$ cat src/rtl/rxpk_pkg.sv
package rxpk_pkg;

    typedef enum logic [2:0] {
        LVL_EMPTY   = 3'd0,
        LVL_QUARTER = 3'd1,
        LVL_HALF    = 3'd2,
        LVL_THREEQ  = 3'd3,
        LVL_FULL    = 3'd4
    } fill_lvl_e;

    typedef struct packed {
        logic req;
        logic wide;
    } rd_access_t;

    function automatic fill_lvl_e quarters(int unsigned cnt, int unsigned depth);
        logic [2:0] q;
        q = 3'((cnt * 4) / depth);
        return fill_lvl_e'(q);
    endfunction

endpackage

$ cat src/rtl/rxpk_store.sv
module rxpk_store #(
    parameter int DEPTH = 4,
    parameter int DW    = 8,
    localparam int PW   = $clog2(DEPTH),
    localparam int CW   = $clog2(DEPTH + 1)
) (
    input  logic          clk,
    input  logic          rst,
    input  logic          wr_en,
    input  logic [DW-1:0] wr_data,
    input  logic [1:0]    pop_n,
    output logic [DW-1:0] head0,
    output logic [DW-1:0] head1,
    output logic [CW-1:0] count
);
    logic [PW-1:0] wr_ptr, rd_ptr;
    logic [DW-1:0] slot [DEPTH];

    for (genvar i = 0; i < DEPTH; i++) begin : g_slot
        always_ff @(posedge clk) begin
            if (rst)
                slot[i] <= '0;
            else if (wr_en && wr_ptr == PW'(i))
                slot[i] <= wr_data;
        end
    end

    always_ff @(posedge clk) begin
        if (rst) begin
            wr_ptr <= '0;
            rd_ptr <= '0;
            count  <= '0;
        end else begin
            wr_ptr <= wr_ptr + PW'(wr_en);
            rd_ptr <= rd_ptr + PW'(pop_n);
            count  <= count + CW'(wr_en) - CW'(pop_n);
        end
    end

    assign head0 = slot[rd_ptr];
    assign head1 = slot[rd_ptr + PW'(1)];


    count_bound_chk: assert property (@(posedge clk) disable iff (rst)
        count <= CW'(DEPTH));


    ptr_align_chk: assert property (@(posedge clk) disable iff (rst)
        (wr_ptr - rd_ptr) == count[PW-1:0]);


    pop_bound_chk: assert property (@(posedge clk) disable iff (rst)
        CW'(pop_n) <= count);

endmodule

$ cat src/rtl/rxpk_rdpath.sv
module rxpk_rdpath
    import rxpk_pkg::*;
#(
    parameter int DEPTH = 4,
    parameter int DW    = 8,
    localparam int CW   = $clog2(DEPTH + 1)
) (
    input  rd_access_t      acc,
    input  logic [CW-1:0]   count,
    input  logic [DW-1:0]   head0,
    input  logic [DW-1:0]   head1,
    output logic [1:0]      pop_n,
    output logic [2*DW-1:0] rd_data
);
    always_comb begin
        pop_n   = 2'd0;
        rd_data = '0;
        if (acc.req && count != '0) begin
            if (acc.wide && count >= CW'(2)) begin
                pop_n   = 2'd2;
                rd_data = {head1, head0};
            end else begin
                pop_n   = 2'd1;
                rd_data = {{DW{1'b0}}, head0};
            end
        end
    end


    lone_byte_chk: assert final (!(acc.req && count == CW'(1)) || pop_n == 2'd1);

endmodule

$ cat src/rtl/rxpk_flags.sv
module rxpk_flags
    import rxpk_pkg::*;
#(
    parameter int DEPTH = 4,
    localparam int CW   = $clog2(DEPTH + 1)
) (
    input  logic          clk,
    input  logic          rst,
    input  logic          push,
    input  logic          ovr_clr,
    input  logic          thresh16,
    input  logic [CW-1:0] count,
    input  logic [1:0]    pop_n,
    output logic          wr_en,
    output fill_lvl_e     fill_lvl,
    output logic          rxne,
    output logic          ovr
);
    logic [CW:0] after_pop;

    always_comb begin
        after_pop = {1'b0, count} - {{(CW-1){1'b0}}, pop_n};
        wr_en     = push && (after_pop < (CW+1)'(DEPTH));
        fill_lvl  = quarters(int'(count), DEPTH);
        rxne      = thresh16 ? (count >= CW'(2)) : (count != '0);
    end

    always_ff @(posedge clk) begin
        if (rst)
            ovr <= 1'b0;
        else if (push && !wr_en)
            ovr <= 1'b1;
        else if (ovr_clr)
            ovr <= 1'b0;
    end


    ovr_sticky_chk: assert property (@(posedge clk) disable iff (rst)
        (ovr && !ovr_clr) |=> ovr);


    full_accept_chk: assert property (@(posedge clk) disable iff (rst)
        (count == CW'(DEPTH) && pop_n == 2'd0) |-> !wr_en);

endmodule

$ cat src/rtl/rxpk_fifo.sv
module rxpk_fifo
    import rxpk_pkg::*;
#(
    parameter int DEPTH = 4,
    parameter int DW    = 8
) (
    input  logic            clk,
    input  logic            rst,
    input  logic            push_valid,
    input  logic [DW-1:0]   push_data,
    input  logic            rd_req,
    input  logic            rd_half,
    input  logic            pack_en,
    input  logic            thresh16,
    input  logic            ovr_clr,
    output logic [2*DW-1:0] rd_data,
    output logic [2:0]      fill_lvl,
    output logic            rxne,
    output logic            ovr
);
    localparam int CW = $clog2(DEPTH + 1);

    initial begin
        if (DEPTH < 4 || DEPTH % 4 != 0 || (DEPTH & (DEPTH - 1)) != 0)
            $error("DEPTH must be a power of two and a multiple of 4");
    end

    rd_access_t    acc;
    logic [CW-1:0] cnt;
    logic [1:0]    pop_n;
    logic          wr_en;
    logic [DW-1:0] head0, head1;
    fill_lvl_e     lvl;

    assign acc.req  = rd_req;
    assign acc.wide = rd_half && pack_en;

    rxpk_store #(.DEPTH(DEPTH), .DW(DW)) u_store (
        .clk     (clk),
        .rst     (rst),
        .wr_en   (wr_en),
        .wr_data (push_data),
        .pop_n   (pop_n),
        .head0   (head0),
        .head1   (head1),
        .count   (cnt)
    );

    rxpk_rdpath #(.DEPTH(DEPTH), .DW(DW)) u_rdpath (
        .acc     (acc),
        .count   (cnt),
        .head0   (head0),
        .head1   (head1),
        .pop_n   (pop_n),
        .rd_data (rd_data)
    );

    rxpk_flags #(.DEPTH(DEPTH)) u_flags (
        .clk      (clk),
        .rst      (rst),
        .push     (push_valid),
        .ovr_clr  (ovr_clr),
        .thresh16 (thresh16),
        .count    (cnt),
        .pop_n    (pop_n),
        .wr_en    (wr_en),
        .fill_lvl (lvl),
        .rxne     (rxne),
        .ovr      (ovr)
    );

    assign fill_lvl = lvl;


    packed_pop_chk: assert property (@(posedge clk) disable iff (rst)
        (rd_req && rd_half && pack_en && cnt >= CW'(2) && !push_valid)
        |=> (int'(cnt) == int'($past(cnt)) - 2));


    threeq_rxne_chk: assert property (@(posedge clk) disable iff (rst)
        (rd_req && rd_half && pack_en && thresh16 && cnt == CW'(3) && !push_valid)
        |=> !rxne);


    empty_read_chk: assert property (@(posedge clk) disable iff (rst)
        (rd_req && cnt == '0 && !push_valid) |=> (cnt == '0));


    push_pop_chk: assert property (@(posedge clk) disable iff (rst)
        (rd_req && !(rd_half && pack_en) && cnt != '0 && push_valid)
        |=> $stable(cnt));

endmodule

$ cat config.mk
export PLATFORM = sky130hd
export DESIGN_NAME = rxpk_fifo
export DESIGN_NICKNAME = d
export VERILOG_FILES = /design/src/rtl/rxpk_pkg.sv /design/src/rtl/rxpk_store.sv /design/src/rtl/rxpk_rdpath.sv /design/src/rtl/rxpk_flags.sv /design/src/rtl/rxpk_fifo.sv
export SDC_FILE = /design/constraint.sdc
export NUM_CORES = 1
export LEC_CHECK = 0
export BUFFER_PORTS_ARGS = -buffer_cell sky130_fd_sc_hd__buf_2
export CAP_MARGIN = 20
export CORE_MARGIN = 2
export CORE_UTILIZATION = 25
export DETAILED_ROUTE_END_ITERATION = 6
export SLEW_MARGIN = 20
export SYNTH_ARGS = -nofsm -noshare
export SYNTH_HDL_FRONTEND = slang
export SYNTH_HIERARCHICAL = 1
export SYNTH_SLANG_ARGS = --single-unit
$ cat constraint.sdc
create_clock -name clk -period 6.2 [get_ports clk]
set_clock_uncertainty 0.1 [all_clocks]
set_input_delay 0.93 -clock clk [delete_from_list [all_inputs] [get_ports clk]]
set_output_delay 0.93 -clock clk [all_outputs]
set_load 0.01 [all_outputs]
==> metrics.md <==
| Metric | Value |
|---|---|
| Vias/cell | 4.84 |
| Period Utilization, post-route | 57.4% |
| Initial antenna violation count | 0 |
| Critical Path Fanout Max | 11 |
| Most frequent cells after synthesis | 37 x nor2_1, 32 x edfxtp_1, 11 x mux4_1, 9 x and2_1, 9 x and3_1 |
| ANT nets after route | 0 |
| Post-synthesis sequential area ratio | 49.0% |
| Power Dens Cells | 347 nW/um^2 |
| # diodes | 0 |
| Wirelength per Cell | 16.4 um |
| Syn Inst Count | 178 |
| Initial drt markers | 81 |
| Status | complete, no violations |
| Total Routing Usage GR | 11.1% |
| DRC viols | 0 |
| Initial Utilization | 26.0% |
| Die Span Y | 99.7 um |
| Layout Nets | 232 |
| CP Class | primary input to register |
| Arrival time at the worst endpoint | 3380 ps |
| Netlist Area Pre-Place | 2290 um^2 |
| Layout area overhead | 13.8% |
| Final core utilization | 29.6% |
| Vias in the first global route | 1,485 |
| RR Endpoint | u_store/slot[1][1] |
| I/O pins | 37 |
| Min-delay worst type | register to register |
| Crit path cell chain | buf_2, o211a_1, inv_1, ha_1, o21ai_0, a31oi_1, nor3b_1, buf_4, inv_1, o21bai_1 |
| CP most frequent cell | inv_1 |
| Post-synth cell types | 35 |
| Number of port buffers | 36 |
| Crit-path slowest cell | o21bai_1 |
| Setup TNS after final layout | 0 ps |
| First-pass GRT wire length | 8100 um |
| Syn nets | 201 |
| First-pass DRT Iterations | 4 |
| Syn_area_per_cell | 12.9 um^2 |
| NetSw | 0.305 mW |
| Clock transition at path regs | 80 ps |
| Final Hold Fails | 0 |
| Sink Count | 40 |
| Worst endpoint required time | 6020 ps |
| Leak | 1.07 nW |
| Peak Freq | 281 MHz |
| Congestion Overflow GR | 0 |
| CP Launch Type | primary input |
| Setup repair after global routing missed its margin | false |
| Sw Ratio | 33.7% |
| Setup-failing EPs final | 0 |
| R2r worst-path depth | 9 |
| Htree depth | 2 |
| Sequential share of power | 45.6% |
| Filler cell count in the final layout | 904 |
| Core area | 8810 um^2 |
| Peak supply drop | 0.0982 mV |
| Clock tree from TritonCTS | yes |
| Routed vias | 1,539 |
| Setup ws final | 2640 ps |
| CTS resizes | 0 |
| Post-CTS setup buffers | 0 |
| Wirelength, routed | 5220 um |
| Die ar. | 9940 um^2 |
| Crit-path max cell delay | 690 ps |
| Comb pwr share | 36.3% |
| CTS buffer count | 5 |
| Slew of the pin with the lowest slew margin | 855 ps |
| Row cnt | 34 |
| EDFF count, synth | 32 |
| Levels on crit path | 10 |
| Power, Total | 0.904 mW |
| Max Slew Vio Count | 0 |
| Area contributors post-synth | edfxtp_1 42%, mux4_1 13%, dfxtp_1 7.0% |
| Clk_lat worst skew | 290 ps |
| Top-area cell type share of the netlist area | 42.0% |
| Layout cells sized above 1 | 22.9% |
| Max-cap violations | 0 |
| Die X | 99.7 um |
| FFs w/ async S/R, synth | 0% |
| Slew HR | 42.9% |
| Final worst path period need | 3560 ps |
| Top FF cell, synth | edfxtp_1 |
| #FFs+latches synth | 40 |
| Crit path buf inv count | 4 |
| Largest net degree at the start of global routing | 23 |
| Cts hold-fix bufs | 0 |
| Kind of cell adding the most delay to the critical path | compound AO/OA/AOI/OAI gates |
| Reg-to-reg startpoint | u_store/count[2] |
| Gp weighted congestion | 0.871 |
| Cell taking the most area after synthesis | edfxtp_1 |
| Clock share of power | 18.1% |
| YS warnings | 6 |
| Setup WS pre-CTS | 2270 ps |
| Root Buffer Master | clkbuf_8 |
| DP HPWL | 3920 um |
| P_int | 0.599 mW |
| Critical Path Start | rd_req |
| Most frequent cell after synthesis | nor2_1 |
| CP Capture Type | register |
| R2R Setup Slk | 2930 ps |
| End point of the critical path | u_store/slot[1][1] |
| Clock buffer depth | 2 |
==> registers in the layout (all words and copies together) (netlist names) <==
| signal | count |
|---|---|
| u_flags/ovr | 1 |
| u_store/rd_ptr | 2 |
| u_store/count | 3 |
| u_store/slot | 32 |
| u_store/wr_ptr | 2 |
==> cells in the final DEF (no fill, tap or decap), drive strengths merged, types with 6 or more instances in the layout <==
cell    synthesis  final
edfxtp         32     32
nor2           37     37
clkbuf          5      7
dfxtp           8      8
and2            9      9
nand3b          8      8
mux4           16     16
ha              6      6
inv             8      8
and3            9      9
buf             8     37
==> routing by layer <==
metal	global-route usage, %	wire [um]	vias up
met3	2.95	258	12
li1	-	-	717
met2	17.2	2390	47
met4	4.74	159	0
met5	0	0	-
met1	14.6	2410	763
==> how the worst min path moves through the flow <==
stage	startpoint	end	slack (ps)	cells after the start
global placement	u_store/wr_ptr[1]	u_store/wr_ptr[1]	450	2
floorplan	u_store/wr_ptr[1]	u_store/wr_ptr[1]	420	2
finish	u_store/wr_ptr[1]	u_store/wr_ptr[1]	460	2
detailed placement	u_store/wr_ptr[1]	u_store/wr_ptr[1]	450	2
CTS	u_store/wr_ptr[1]	u_store/wr_ptr[1]	460	2
global route	u_store/wr_ptr[1]	u_store/wr_ptr[1]	540	2
==> power by group through the flow <==
stage               logic (mW)  clock network (mW)  registers (mW)
floorplan                0.298                   0           0.377
global placement         0.324                   0           0.415
detailed placement       0.331                   0           0.421
CTS                      0.333               0.169           0.414
global route             0.359               0.180           0.422
finish                   0.328               0.164           0.412
==> kinds of logic (layout without fill, tap and decap cells) <==
kind of cell,Yosys count,after routing,synth area share (%)
flip-flops,40,40,49.0
buffers and inverters,21,53,5.14
multiplexers,16,16,17.5
AO/OA/AOI/OAI,12,12,3.93
XOR/XNOR,3,3,2.40
AND/OR/NAND/NOR,79,79,17.9
adder cells (fa/ha/maj),7,7,4.15
==> worst min-delay path, stage by stage (launching register included) <==
cell	delay, ps
dfxtp_1	350
xnor2_1	140
nor2_1	30
==> per-stage QoR <==
step | cell area [um^2] | hold slack, ps | std cells
floorplan | 2290 | 423 | 178
global placement | 2520 | 447 | 310
detailed placement | 2520 | 451 | 310
CTS | 2610 | 462 | 318
global route | 2610 | 538 | 318
finish | 2610 | 460 | 318
==> final cells by class <==
cell class,instances,area (um^2),area share (%)
sequential,40,1120,43.0
multi-input combinational,117,1050,40.3
timing repair buffer,37,188,7.20
tap,108,135,5.19
clock buffer,7,76.3,2.93
inverter,8,30.0,1.15
clock inverter,1,3.75,0.144
Power figures use the tool's default switching activity.
